[src/rtl/dicr_pkg.sv]
package dicr_pkg;

    localparam int MAX_CH     = 7;
    localparam int REG_W      = 32;
    localparam int AUX_W      = 6;
    localparam int FORCE_POS  = 15;
    localparam int EN_POS     = 16;
    localparam int MASTER_POS = EN_POS + MAX_CH;
    localparam int FLAG_POS   = MASTER_POS + 1;
    localparam int SENT_POS   = FLAG_POS + MAX_CH;

    typedef struct packed {
        logic [AUX_W-1:0]  aux;
        logic              force_err;
        logic [MAX_CH-1:0] en;
        logic              master;
    } ctrl_t;

    typedef struct packed {
        ctrl_t             ctrl;
        logic [MAX_CH-1:0] flags;
        logic              sent;
        logic              irq;
    } state_t;

    function automatic logic [REG_W-1:0] pack_reg(input state_t s);
        logic [REG_W-1:0] r;
        r = '0;
        r[AUX_W-1:0]                  = s.ctrl.aux;
        r[FORCE_POS]                  = s.ctrl.force_err;
        r[EN_POS +: MAX_CH]           = s.ctrl.en;
        r[MASTER_POS]                 = s.ctrl.master;
        r[FLAG_POS +: MAX_CH]         = s.flags;
        r[SENT_POS]                   = s.sent;
        return r;
    endfunction

endpackage

[src/rtl/dicr_wr_decode.sv]
module dicr_wr_decode
    import dicr_pkg::*;
#(
    parameter int NUM_CH = 7
) (
    input  logic [REG_W-1:0]  wr_data,
    output ctrl_t             wr_ctrl,
    output logic [MAX_CH-1:0] clr_mask
);

    logic unused_wr_bits;
    assign unused_wr_bits = ^{wr_data[FORCE_POS-1:AUX_W], wr_data[SENT_POS]};

    always_comb begin
        wr_ctrl           = '0;
        clr_mask          = '0;
        wr_ctrl.aux       = wr_data[AUX_W-1:0];
        wr_ctrl.force_err = wr_data[FORCE_POS];
        wr_ctrl.master    = wr_data[MASTER_POS];
        for (int i = 0; i < NUM_CH; i++) begin
            wr_ctrl.en[i] = wr_data[EN_POS + i];
            clr_mask[i]   = wr_data[FLAG_POS + i];
        end
    end

endmodule

[src/rtl/dicr_flag_bank.sv]
module dicr_flag_bank
    import dicr_pkg::*;
#(
    parameter int NUM_CH = 7
) (
    input  logic [MAX_CH-1:0] flags_q,
    input  logic [MAX_CH-1:0] en_q,
    input  logic [NUM_CH-1:0] done_strobe,
    input  logic              wr_en,
    input  logic [MAX_CH-1:0] clr_mask,
    output logic [MAX_CH-1:0] flags_d
);

    genvar g;
    generate
        for (g = 0; g < MAX_CH; g++) begin : g_flag
            if (g < NUM_CH) begin : g_live
                logic set_hit;
                logic clr_hit;
                assign set_hit    = done_strobe[g] & en_q[g];
                assign clr_hit    = wr_en & clr_mask[g];
                // a completion in the same cycle outranks the clear
                assign flags_d[g] = set_hit | (flags_q[g] & ~clr_hit);
            end else begin : g_tied
                logic unused_flag;
                assign unused_flag = ^{flags_q[g], en_q[g], clr_mask[g]};
                assign flags_d[g]  = 1'b0;
            end
        end
    endgenerate

endmodule

[src/rtl/dicr_summary.sv]
module dicr_summary
    import dicr_pkg::*;
(
    input  ctrl_t             ctrl_d,
    input  logic [MAX_CH-1:0] flags_d,
    input  logic              sent_q,
    output logic              sent_d,
    output logic              irq_d
);

    always_comb begin
        sent_d = (ctrl_d.master & (|flags_d)) | ctrl_d.force_err;
        irq_d  = sent_d & ~sent_q;
    end

endmodule

[src/rtl/dma_irq_ctl.sv]
module dma_irq_ctl
    import dicr_pkg::*;
#(
    parameter int NUM_CH = 7
) (
    input  logic              clk,
    input  logic              rst_n,
    input  logic              wr_en,
    input  logic [REG_W-1:0]  wr_data,
    input  logic [NUM_CH-1:0] done_strobe,
    output logic [REG_W-1:0]  rd_data,
    output logic              irq_pulse
);

    state_t            st_q;
    state_t            st_d;
    ctrl_t             wr_ctrl;
    ctrl_t             ctrl_d;
    logic [MAX_CH-1:0] clr_mask;
    logic [MAX_CH-1:0] flags_d;
    logic              sent_d;
    logic              irq_d;

    dicr_wr_decode #(.NUM_CH(NUM_CH)) u_decode (
        .wr_data  (wr_data),
        .wr_ctrl  (wr_ctrl),
        .clr_mask (clr_mask)
    );

    assign ctrl_d = wr_en ? wr_ctrl : st_q.ctrl;

    dicr_flag_bank #(.NUM_CH(NUM_CH)) u_flags (
        .flags_q     (st_q.flags),
        .en_q        (st_q.ctrl.en),
        .done_strobe (done_strobe),
        .wr_en       (wr_en),
        .clr_mask    (clr_mask),
        .flags_d     (flags_d)
    );

    dicr_summary u_summary (
        .ctrl_d  (ctrl_d),
        .flags_d (flags_d),
        .sent_q  (st_q.sent),
        .sent_d  (sent_d),
        .irq_d   (irq_d)
    );

    always_comb begin
        st_d       = st_q;
        st_d.ctrl  = ctrl_d;
        st_d.flags = flags_d;
        st_d.sent  = sent_d;
        st_d.irq   = irq_d;
    end

    always_ff @(posedge clk) begin
        if (!rst_n) begin
            st_q <= '0;
        end else begin
            st_q <= st_d;
        end
    end

    assign rd_data   = pack_reg(st_q);
    assign irq_pulse = st_q.irq;

    AST_GAP_ZERO: assert property (@(posedge clk) disable iff (!rst_n)
        rd_data[FORCE_POS-1:AUX_W] == '0);

    AST_SENT_RULE: assert property (@(posedge clk) disable iff (!rst_n)
        rd_data[SENT_POS] == ((rd_data[MASTER_POS] && (|rd_data[FLAG_POS +: MAX_CH]))
                              || rd_data[FORCE_POS]));

    AST_PULSE_ON_EDGE: assert property (@(posedge clk) disable iff (!rst_n)
        irq_pulse |-> (rd_data[SENT_POS] && !$past(rd_data[SENT_POS])));

    AST_EDGE_GIVES_PULSE: assert property (@(posedge clk) disable iff (!rst_n)
        $rose(rd_data[SENT_POS]) |-> irq_pulse);

    AST_PULSE_SINGLE: assert property (@(posedge clk) disable iff (!rst_n)
        irq_pulse |=> !irq_pulse);

    genvar a;
    generate
        for (a = 0; a < NUM_CH; a++) begin : g_chk
            AST_FLAG_CAUSE: assert property (@(posedge clk) disable iff (!rst_n)
                $rose(rd_data[FLAG_POS + a]) |-> $past(done_strobe[a] && rd_data[EN_POS + a]));

            AST_STROBE_WINS: assert property (@(posedge clk) disable iff (!rst_n)
                (done_strobe[a] && rd_data[EN_POS + a]) |=> rd_data[FLAG_POS + a]);

            AST_W1C: assert property (@(posedge clk) disable iff (!rst_n)
                (wr_en && wr_data[FLAG_POS + a] && !(done_strobe[a] && rd_data[EN_POS + a]))
                |=> !rd_data[FLAG_POS + a]);
        end
    endgenerate

endmodule

[config.mk]
export PLATFORM = sky130hd
export DESIGN_NAME = dma_irq_ctl
export DESIGN_NICKNAME = d
export VERILOG_FILES = /design/src/rtl/dicr_pkg.sv /design/src/rtl/dicr_wr_decode.sv /design/src/rtl/dicr_flag_bank.sv /design/src/rtl/dicr_summary.sv /design/src/rtl/dma_irq_ctl.sv
export SDC_FILE = /design/constraint.sdc
export NUM_CORES = 1
export LEC_CHECK = 0
export ABC_AREA = 1
export BUFFER_PORTS_ARGS = -buffer_cell sky130_fd_sc_hd__buf_4
export CORE_UTILIZATION = 42
export CTS_BUF_LIST = sky130_fd_sc_hd__clkbuf_16
export CTS_CLUSTER_SIZE = 30
export DETAILED_ROUTE_END_ITERATION = 6
export GPL_TIMING_DRIVEN = 1
export PLACE_DENSITY = 0.87
export SLEW_MARGIN = 0
export SYNTH_ARGS = -nofsm -noshare
export SYNTH_HDL_FRONTEND = slang
export SYNTH_SLANG_ARGS = --single-unit
[constraint.sdc]
create_clock -name clk -period 2.32 [get_ports clk]
set_input_delay 0 -clock clk [delete_from_list [all_inputs] [get_ports clk]]
set_output_delay 0 -clock clk [all_outputs]
set_load 0.02 [all_outputs]
# ---- Word-level counts from Yosys, hierarchy flattened
# Index checks and enable logic that the tools add are counted.
dict set report op_classes {
  n_mux 1
  bitwise_logic 39
  n_reduce_logical 1
}
# op count
set op_table {}
lappend op_table {{$and 1x1->1} 23}
lappend op_table {{$mux 9} 1}
lappend op_table {{$not 1->1} 8}
lappend op_table {{$or 1x1->1} 8}
lappend op_table {{$reduce_or 7->1} 1}
dict set report word_totals {
  register_bits 24
  inputBits 42
  elab_cells 48
}

# ---- Longest topological paths before layout
# Gate-level depths: netlist of run 1.
dict set report depth {
  depth_word 8
  depth_mapped 8
  ltp_nobuf 7
}

# ---- Cells and area by module
# From an unflattened synthesis of run 1, not the netlist that was laid out.
dict set report unflattened {
  hier_cells 224
  hier_area_um2 1468.9
}
# module n_inst cells_per_inst area_per_inst_um2
set by_module_without_submodules {}
lappend by_module_without_submodules {dma_irq_ctl 1 164 1154.9}
lappend by_module_without_submodules {dicr_wr_decode 1 22 165.2}
lappend by_module_without_submodules {dicr_flag_bank 1 28 105.1}
lappend by_module_without_submodules {dicr_summary 1 10 43.8}

# ---- Worst setup path after synthesis of run 1
# Ideal clock, no wire load.
dict set report synth_path {
  kind {register to register}
  from {register st_q (netlist bit rd_data[16])}
  to {register st_q (netlist bit irq_pulse)}
  setup_time_ps 120
  arrival_ps 848
  required_ps 2200
  path_slack_ps 1352
  stages_incl_launch_ff 7
  n_path_buf 0
  period_less_slack_ps 968
  cell_sequence {dfxtp_1 nand2_1 nand2_1 nor2_1 nand2_1 o21ai_2 a21oi_1}
}
dict set report synth_via {
  elab_chain_cells 6
}
# element line
set synth_rtl {}
lappend synth_rtl {{start: declaration} dma_irq_ctl.sv:15} ;# state_t st_q;
lappend synth_rtl {{start signal: assignment} dma_irq_ctl.sv:61} ;# st_q <= st_d;
lappend synth_rtl {{$and 1x1->1} dicr_flag_bank.sv:20} ;# assign set_hit = done_strobe[g] & en_q[g];
lappend synth_rtl {{$or 1x1->1} dicr_flag_bank.sv:23} ;# assign flags_d[g] = set_hit | (flags_q[g] & ~clr_hit);
lappend synth_rtl {{$reduce_or 7->1} dicr_summary.sv:12} ;# sent_d = (ctrl_d.master & (|flags_d)) | ctrl_d.force_err;
lappend synth_rtl {{$and 1x1->1} dicr_summary.sv:12}
lappend synth_rtl {{$or 1x1->1} dicr_summary.sv:12}
lappend synth_rtl {{$and 1x1->1} dicr_summary.sv:13} ;# irq_d = sent_d & ~sent_q;
# No other way between the ends.
# A chain may end at the register's enable or synchronous reset.

# ---- Final worst setup path of run 1
# Ends and elaborated chain as after synthesis.

==> results by group, run 1 <==
Run status
  • Outcome: completed

STA
  • Setup Viol. Count Final: 0
  • TNS Setup: 0 ns
  • Final hold violations: 0
  • Crit share post-route: 42.5%
  • Shortest period the worst path allows: 0.985 ns
  • Setup ws final: 1.33 ns
  • Worst Clk Skew: 0.000863 ns
  • Maximum clock rate: 1010 MHz
  • Max Transition Viols Final: 0
  • RSZ-0062 raised after global routing: no

Logic synthesis
  • Ys Warns: 0
  • Sequential fraction of the synthesis area: 48.4%
  • Syn avg cell area: 7.57 µm²
  • #FFs+latches synth: 24
  • Post-synthesis cell area: 992 µm²
  • Distinct cell type count after synthesis: 17
  • Post-Syn Instances: 131

Critical path
  • Crit path capture type: flop
  • FF-to-FF path depth: 6
  • Crit-path max cell delay: 0.32 ns
  • WS Path Type: reg2reg
  • Slowest cell on crit path: dfxtp_1
  • CP Buf/Inv Count: 0
  • CP top delay family: simple AND/OR/NAND/NOR gates
  • Crit-path max FO: 3
  • Reg2reg setup slack: 1.33 ns
  • Worst R2R Start: rd_data[16]
  • Arrival time at the worst endpoint: 1.12 ns
  • CP most frequent cell: nand2_1
  • Crit path cell chain: nand2_1, nand2_1, nor2_1, nand2_1, o21ai_2, a21oi_1
  • RR Endpoint: irq_pulse
  • CP Launch Type: flop
  • Worst endpoint required time: 2.46 ns

Layout
  • Number of antenna diodes: 0
  • Nets: 240
  • Area grow syn2layout: 58.9%
  • Final core utilization: 71.3%
  • Layout cells sized above 1: 34.2%

GRT
  • Vias in the first global route: 997
  • GRT Total Usage: 22.0%
  • First-pass GRT wire length: 4220 µm
  • Initial antenna violation count: 0
  • Largest net degree at the start of global routing: 24
  • Grt total ovfl: 0

Floorplan
  • Die Height: 50.6 µm
  • Initial core utilization: 44.9%
  • Core area: 2210 µm²
  • Io pins: 75
  • Die W: 50.6 µm
  • Row cnt: 17
  • Die ar.: 2560 µm²

CTS
  • CTS Sinks: 24
  • CTS max path bufs: 2
  • Worst skew pair latency: 0.25 ns
  • Worst-path clk slew: 0.06 ns
  • Num CTS Buffers: 3
  • CTS tree: built
  • H-tree depth: 1
  • Post-CTS Setup Inserts: 0
  • Resize count post-CTS: 0
  • Clk root buf: clkbuf_16

Drt
  • Vias per cell: 4.66
  • DR WL/cell: 11.9 µm
  • Routed WL: 2680 µm
  • Via count: 1044
  • Starting DRT DRC Count: 10
  • DRC Markers: 0
  • Antenna Violating Nets Remaining: 0
  • Drt pass-1 iters: 4

Pwr
  • Pwr dens: 661 nW/µm²
  • Peak supply drop: 552 µV
  • Leak: 0.000805 µW

Job
  • Max-Cap Viols: 0

Placement
  • Port bufs: 55
  • Global placement routability congestion: 0.700
  • Final HPWL DP: 1730 µm
  • Worst slack, placed: 1.32 ns

Hold path
  • Worst Hold Class: in2reg
  • Hold_sp: wr_data[27]
  • Hold depth: 4
  • Worst Hold Path EP: rd_data[27]
[flip-flops by register name, summed over array words and instances (netlist names)]
signal and cells:
rd_data 23, irq_pulse 1
[where the power goes]
part	internal, µW	switching, µW	total, µW
clock	228	134	361
sequential	441	16.5	457
combinational	105	119	223
[metal layers]
| layer | wire, µm | global-route usage (%) | vias to the layer above |
|---|---|---|---|
| met5 | 0 | 0 | - |
| li1 | - | - | 519 |
| met1 | 1090 | 24.4 | 471 |
| met3 | 221 | 4.85 | 2 |
| met2 | 1350 | 40.7 | 52 |
| met4 | 11 | 7.87 | 0 |
[layout make-up]
class	count	area [µm²]
multi-input combinational	97	428
clock buffer	3	75.1
timing repair buffer	68	543
tap	28	35.0
fill	164	636
inverter	4	15.0
sequential	24	480
[cell usage in the layout, fill, tap and decap left out]
cell,count
inv_1,3
o21ai_1,1
conb_1,9
clkbuf_16,3
o21ai_0,13
nand2_1,25
inv_2,1
dlygate4sd3_1,13
dfxtp_1,24
buf_4,55
nand2_2,5
nor2_1,34
o21ai_2,1
nor3_4,1
nand2_4,1
a21oi_1,7
[timing repair]
| item | CTS | global route |
|---|---|---|
| hold buffers | 13 | 0 |
| endpoints found under the hold margin | 13 | 0 |
| setup endpoints to repair | 0 | 0 |
[through the flow]
stage / power (µW) / std cells / hold slack [ns] / cell area (µm²)
finish: 1040 / 224 / 0.0320 / 1580
global route: 1080 / 224 / 0.0440 / 1580
CTS: 1040 / 224 / 0.0307 / 1580
detailed placement: 669 / 208 / 0.231 / 1370
global placement: 665 / 208 / 0.222 / 1370
floorplan: 587 / 139 / 0.135 / 1020
[tightest hold or removal path: cells and delay by family]
family,cells,cell delay (ns)
buffers and inverters,1,0.08
AO/OA/AOI/OAI,1,0.05
AND/OR/NAND/NOR,2,0.10
[synthesized netlist by cell type (all sizes together)]
library cell / n / area (µm²)
a21oi: 7 / 35.0
nor2: 34 / 128
nor3: 1 / 16.3
dfxtp: 24 / 480
o21ai: 15 / 78.8
nand2: 31 / 136
buf: 12 / 91.3
inv: 4 / 15.0
clkbuf: 2 / 7.51
conb: 1 / 3.75
[cell families (layout without fill, tap and decap cells)]
group                  count (synthesis)  after routing  synth area share [%]
other                                  1              9                 0.378
buffers and inverters                 18             75                  11.5
and+or+nand+nor                       66             66                  28.2
DFF                                   24             24                  48.4
AOI/OAI and AO/OA                     22             22                  11.5
[worst max-delay path by stage]
stage	to	startpoint	slack [ns]	cells after the start
finish	irq_pulse	rd_data[16]	1.33	6
global route	irq_pulse	rd_data[16]	1.26	6
CTS	irq_pulse	rd_data[17]	1.33	6
detailed placement	irq_pulse	wr_en	1.32	8
global placement	irq_pulse	wr_en	1.34	8
floorplan	irq_pulse	rd_data[16]	1.35	6
Power figures use the tool's default switching activity.
==> inputs of run 2 (changes only) <==
--- a/config.mk
+++ b/config.mk
@@ -5,14 +5,14 @@
 export SDC_FILE = /design/constraint.sdc
 export NUM_CORES = 1
 export LEC_CHECK = 0
-export ABC_AREA = 1
+export ABC_AREA = 0
 export BUFFER_PORTS_ARGS = -buffer_cell sky130_fd_sc_hd__buf_4
-export CORE_UTILIZATION = 42
+export CORE_UTILIZATION = 35
 export CTS_BUF_LIST = sky130_fd_sc_hd__clkbuf_16
 export CTS_CLUSTER_SIZE = 30
 export DETAILED_ROUTE_END_ITERATION = 6
 export GPL_TIMING_DRIVEN = 1
-export PLACE_DENSITY = 0.87
+export PLACE_DENSITY = 0.77
 export SLEW_MARGIN = 0
 export SYNTH_ARGS = -nofsm -noshare
 export SYNTH_HDL_FRONTEND = slang
==> constraint.sdc (replaced) <==
create_clock -name clk -period 0.8 [get_ports clk]
set_input_delay 0 -clock clk [delete_from_list [all_inputs] [get_ports clk]]
set_output_delay 0 -clock clk [all_outputs]
set_load 0.02 [all_outputs]
==> results by group, run 2 <==
Logic synthesis
  • Sequential fraction of the synthesis area: 47.9%
  • Top post-synthesis cells by area: dfxtp_1, mux2i_1, nor2b_1, buf_4, a22oi_2
  • #FFs+latches synth: 24
  • Most frequent cell after synthesis: dfxtp_1
  • Ys async rst share: 0%
  • Post-synth top cells: dfxtp_1, nor2b_1, mux2i_1
  • Post-synth top flop: dfxtp_1
  • Syn avg cell area: 10.3 µm²
  • Ys Warns: 0
  • Number of synthesized flops with an enable pin: 0
  • Post-synth top area share: 47.9%
  • Distinct cell type count after synthesis: 18
  • Post-synthesis cell area: 1000 µm²
  • Post-Syn Instances: 97
  • Yosys top cell by area: dfxtp_1

CTS
  • Hold-fix buffers at CTS: 0
  • H-tree depth: 1
  • CTS Sinks: 24
  • Num CTS Buffers: 3
  • Worst-path clk slew: 0.06 ns
  • Worst skew pair latency: 0.25 ns
  • CTS tree: built
  • Clk root buf: clkbuf_16
  • CTS max path bufs: 2

Placement
  • Global placement routability congestion: 0.695
  • Port bufs: 55
  • Final HPWL DP: 1780 µm

Critical path
  • Worst endpoint required time: 0.95 ns
  • Arrival time at the worst endpoint: 1.18 ns
  • Crit path capture type: flop
  • Crit-path max FO: 2
  • WS Path Type: reg2reg
  • CP Launch Type: flop

Drt
  • Via count: 916
  • Antenna Violating Nets Remaining: 0
  • DR WL/cell: 11.9 µm
  • Routed WL: 2410 µm
  • Vias per cell: 4.53
  • Drt pass-1 iters: 4
  • DRC Markers: 0
  • Starting DRT DRC Count: 39

GRT
  • Vias in the first global route: 936
  • Initial antenna violation count: 0
  • Largest net degree at the start of global routing: 16
  • GRT Total Usage: 16.7%
  • Grt total ovfl: 0
  • First-pass GRT wire length: 4090 µm

STA
  • Crit share post-route: 129%
  • Shortest period the worst path allows: 1.03 ns
  • Setup Viol. Count Final: 15
  • Worst hold slack: 0.00370 ns
  • Final hold violations: 0
  • Max Transition Viols Final: 0
  • Maximum clock rate: 968 MHz
  • Worst Clk Skew: 0.00389 ns
  • Setup ws final: -0.233 ns
  • RSZ-0062 raised after global routing: yes

Layout
  • Area grow syn2layout: 76.3%
  • Nets: 214
  • Fillers: 207
  • Layout cells sized above 1: 60.2%
  • Commonest non-fill, non-tap cell in the layout: buf_4
  • Commonest non-fill, non-tap cells in the layout: buf_4, buf_6, nor2b_1
  • Max FFs per register: 23
  • Number of antenna diodes: 0

Floorplan
  • Io pins: 75
  • Row cnt: 19
  • Initial core utilization: 36.7%
  • Die Height: 55.5 µm
  • Core area: 2730 µm²
  • Die ar.: 3090 µm²
  • Die W: 55.5 µm

Hold path
  • Worst Hold Class: in2reg

Pwr
  • Pwr dens: 1740 nW/µm²
  • Post-layout power: 3080 µW
  • Leak: 0.000874 µW
  • Peak supply drop: 1400 µV

Job
  • Max-Cap Viols: 0

Run status
  • Failing checks: negative setup slack
  • Outcome: complete, but fails checks
run 2: changes by cell type in the layout (fill, tap and decap cells not counted), moves of 14 or more:
cell,before,now
buf_6,0,26
dfxtp_1,24,9
dfxtp_2,0,14
nand2_1,25,7
nor2_1,34,0
nor2b_1,0,20
run 2: cell type report:
cell class	count	area (µm²)	share of cell area [%]
timing repair buffer	76	668	37.8
sequential	24	502	28.4
multi-input combinational	65	474	26.8
clock buffer	3	75.1	4.24
tap	31	38.8	2.19
inverter	2	7.51	0.424
clock inverter	1	3.75	0.212
run 2: cells by family after synthesis:
family	synth area share (%)
flip-flops	47.9
other	0.374
multiplexers	15.2
AO/OA/AOI/OAI	8.85
AND/OR/NAND/NOR	17.1
buffers and inverters	10.6
run 2: where the power goes:
part	internal (µW)	switching [µW]	leakage (µW)
Sequential	1270	46.9	0.000204
Combinational	392	308	0.000628
Clock	666	390	0.0000423
Total	2330	745	0.000874
run 2: metal layers:
layer  global-route usage [%]  routed length (µm)  up-vias
met4                     4.29                  12        0
li1                         -                   -      451
met1                     19.9                1030      423
met3                     4.92                 145        2
met2                     29.3                1220       40
met5                        0                   0        -
run 2: path summary, 6_finish.rpt:
check / start / endpoint / slack, ns / cells past startpoint
max: rd_data[19] / irq_pulse / -0.23 / 3
min: wr_data[17] / rd_data[17] / 0.004 / 3
max reg2reg: rd_data[19] / irq_pulse / -0.23 / 3
min reg2reg: rd_data[4] / rd_data[4] / 0.52 / 2
run 2: worst max-delay path: stages (launching register included):
cell and delay [ns]:
dfxtp_2 0.33, a22oi_1 0.24, nand4_1 0.16, o21a_1 0.21
run 2: timing repair:
item | in CTS | in global routing
setup buffers | 1 | 6
resized for setup | 40 | 8
setup endpoints to repair | 16 | 19
pin swaps | 0 | 0
run 2: per-stage QoR:
| step | setup WS [ns] | util, % | area [µm²] | TNS, ns | cells |
|---|---|---|---|---|---|
| 6_report | -0.233 | 64.7 | 1770 | -0.598 | 202 |
| 5_1_grt | -0.311 | 64.7 | 1770 | -1.11 | 202 |
| 4_1_cts | -0.236 | 64.3 | 1760 | -0.634 | 202 |
| 3_5_place_dp | -0.246 | 56.9 | 1560 | -0.539 | 197 |
| 3_3_place_gp | -0.215 | 56.9 | 1560 | -0.394 | 197 |
| 2_1_floorplan | -0.254 | - | 1050 | -0.512 | 105 |
==> inputs of run 3 (changes only) <==
==> constraint.sdc (replaced) <==
create_clock -name clk -period 0.89 [get_ports clk]
set_input_delay 0 -clock clk [delete_from_list [all_inputs] [get_ports clk]]
set_output_delay 0 -clock clk [all_outputs]
set_load 0.02 [all_outputs]
==> results by group, run 3 (synthesis gave the netlist of run 2 again) <==
GRT
  • Grt total ovfl: 0
  • Vias in the first global route: 933
  • Largest net degree at the start of global routing: 23
  • GRT Total Usage: 15.6%
  • First-pass GRT wire length: 3890 µm
  • Initial antenna violation count: 0

Floorplan
  • Die Height: 55.5 µm
  • Die W: 55.5 µm
  • Io pins: 75
  • Initial core utilization: 36.7%
  • Row cnt: 19
  • Core area: 2730 µm²
  • Die ar.: 3090 µm²

Layout
  • Nets: 211
  • Area grow syn2layout: 61.8%
  • Number of antenna diodes: 0
  • Fillers: 243
  • Layout cells sized above 1: 51.2%
  • Commonest non-fill, non-tap cell in the layout: buf_4
  • Final cell count without fillers: 199
  • Final core utilization: 59.4%
  • Max FFs per register: 23
  • Design area: 1620 µm²
  • Commonest non-fill, non-tap cells in the layout: buf_4, dfxtp_1, nor2b_1

Placement
  • Global placement routability congestion: 0.672
  • # placed instances: 193
  • Cell Area, Placed: 1520 µm²
  • Final HPWL DP: 1810 µm
  • Port bufs: 55

STA
  • Crit share post-route: 117%
  • Worst hold slack: 0.00415 ns
  • Worst Clk Skew: 0.00312 ns
  • Shortest period the worst path allows: 1.04 ns
  • RSZ-0062 raised after global routing: yes
  • Maximum clock rate: 962 MHz
  • Setup ws final: -0.149 ns
  • Max Transition Viols Final: 0
  • Final hold violations: 0
  • Setup Viol. Count Final: 3

Job
  • Max-Cap Viols: 0

Pwr
  • Leak: 0.000824 µW
  • Comb pwr share: 21.1%
  • Psw: 674 µW
  • Flop pwr share: 43.2%
  • Peak supply drop: 1250 µV
  • Switch share: 24.8%
  • Internal Power: 2050 µW
  • Clock Power Share: 35.6%
  • Pwr dens: 1680 nW/µm²

CTS
  • H-tree depth: 1
  • Num CTS Buffers: 3
  • CTS tree: built
  • Worst skew pair latency: 0.25 ns
  • Worst-path clk slew: 0.06 ns
  • Clk root buf: clkbuf_16
  • CTS Sinks: 24
  • CTS max path bufs: 2

Critical path
  • WS Path Type: reg2reg
  • CP Launch Type: flop
  • Arrival time at the worst endpoint: 1.19 ns
  • Crit path capture type: flop
  • Worst endpoint required time: 1.04 ns
  • Crit-path max FO: 2

Drt
  • DR WL/cell: 11.7 µm
  • Starting DRT DRC Count: 16
  • DRC Markers: 0
  • Routed WL: 2340 µm
  • Antenna Violating Nets Remaining: 0
  • Via count: 901
  • Drt pass-1 iters: 4
  • Vias per cell: 4.53

Hold path
  • Worst Hold Class: in2reg

Run status
  • Outcome: complete, but fails checks
  • Failing checks: negative setup slack
-- run 3: changes by cell type in the layout (fill, tap and decap cells not counted), sizes merged --
cell    change
buf         -3
clkinv      +1
inv         -1
-- run 3: path summary, 6_finish.rpt --
kind                    start          end  slack (ns)  depth (start not counted)
setup / recovery  rd_data[15]    irq_pulse       -0.15                          4
hold / removal    wr_data[16]  rd_data[16]       0.004                          3
setup reg to reg  rd_data[15]    irq_pulse       -0.15                          4
hold reg to reg    rd_data[5]   rd_data[5]        0.52                          2
-- run 3: repair_timing --
item / CTS / global route
resized for setup: 0 / 3
hold buffers: 0 / 0
setup buffers: 2 / 0
setup endpoints to repair: 2 / 4
pin swaps: 0 / 1
-- run 3: power groups by stage --
stage               clock network, µW  logic [µW]  registers (µW)
floorplan                           0         244            1270
global placement                    0         555            1200
detailed placement                  0         570            1200
CTS                               986         577            1170
global route                     1030         621            1180
finish                            970         575            1180
-- run 3: cell type report --
cell class / instances / area [µm²] / area share (%)
Multi-Input combinational cell: 65 / 468 / 28.8
Tap cell: 31 / 38.8 / 2.39
Inverter: 2 / 7.51 / 0.462
Clock inverter: 1 / 3.75 / 0.231
Sequential cell: 24 / 483 / 29.7
Clock buffer: 3 / 75.1 / 4.62
Timing Repair Buffer: 73 / 548 / 33.7
-- run 3: per-layer routing --
layer  track usage (%)  part of all wire (%)
met5                 0                     0
met4              4.29                  0.43
met3              3.98                   7.4
met2              28.9                    51
met1              17.5                    41
-- run 3: metrics by stage --
| stage | worst slack (ns) | TNS [ns] | power (µW) |
|---|---|---|---|
| after global placement | -0.127 | -0.222 | 1750 |
| final | -0.149 | -0.354 | 2720 |
| after CTS | -0.154 | -0.353 | 2740 |
| after detailed placement | -0.162 | -0.289 | 1770 |
| after floorplan | -0.164 | -0.294 | 1510 |
| after global routing | -0.215 | -0.515 | 2830 |
-- run 3: worst max-delay path, cell delays in order, from the launching register on --
cell and delay [ns]:
dfxtp_2 0.32, mux2_4 0.27, nand2_4 0.06, nand4_1 0.10, o21a_1 0.19
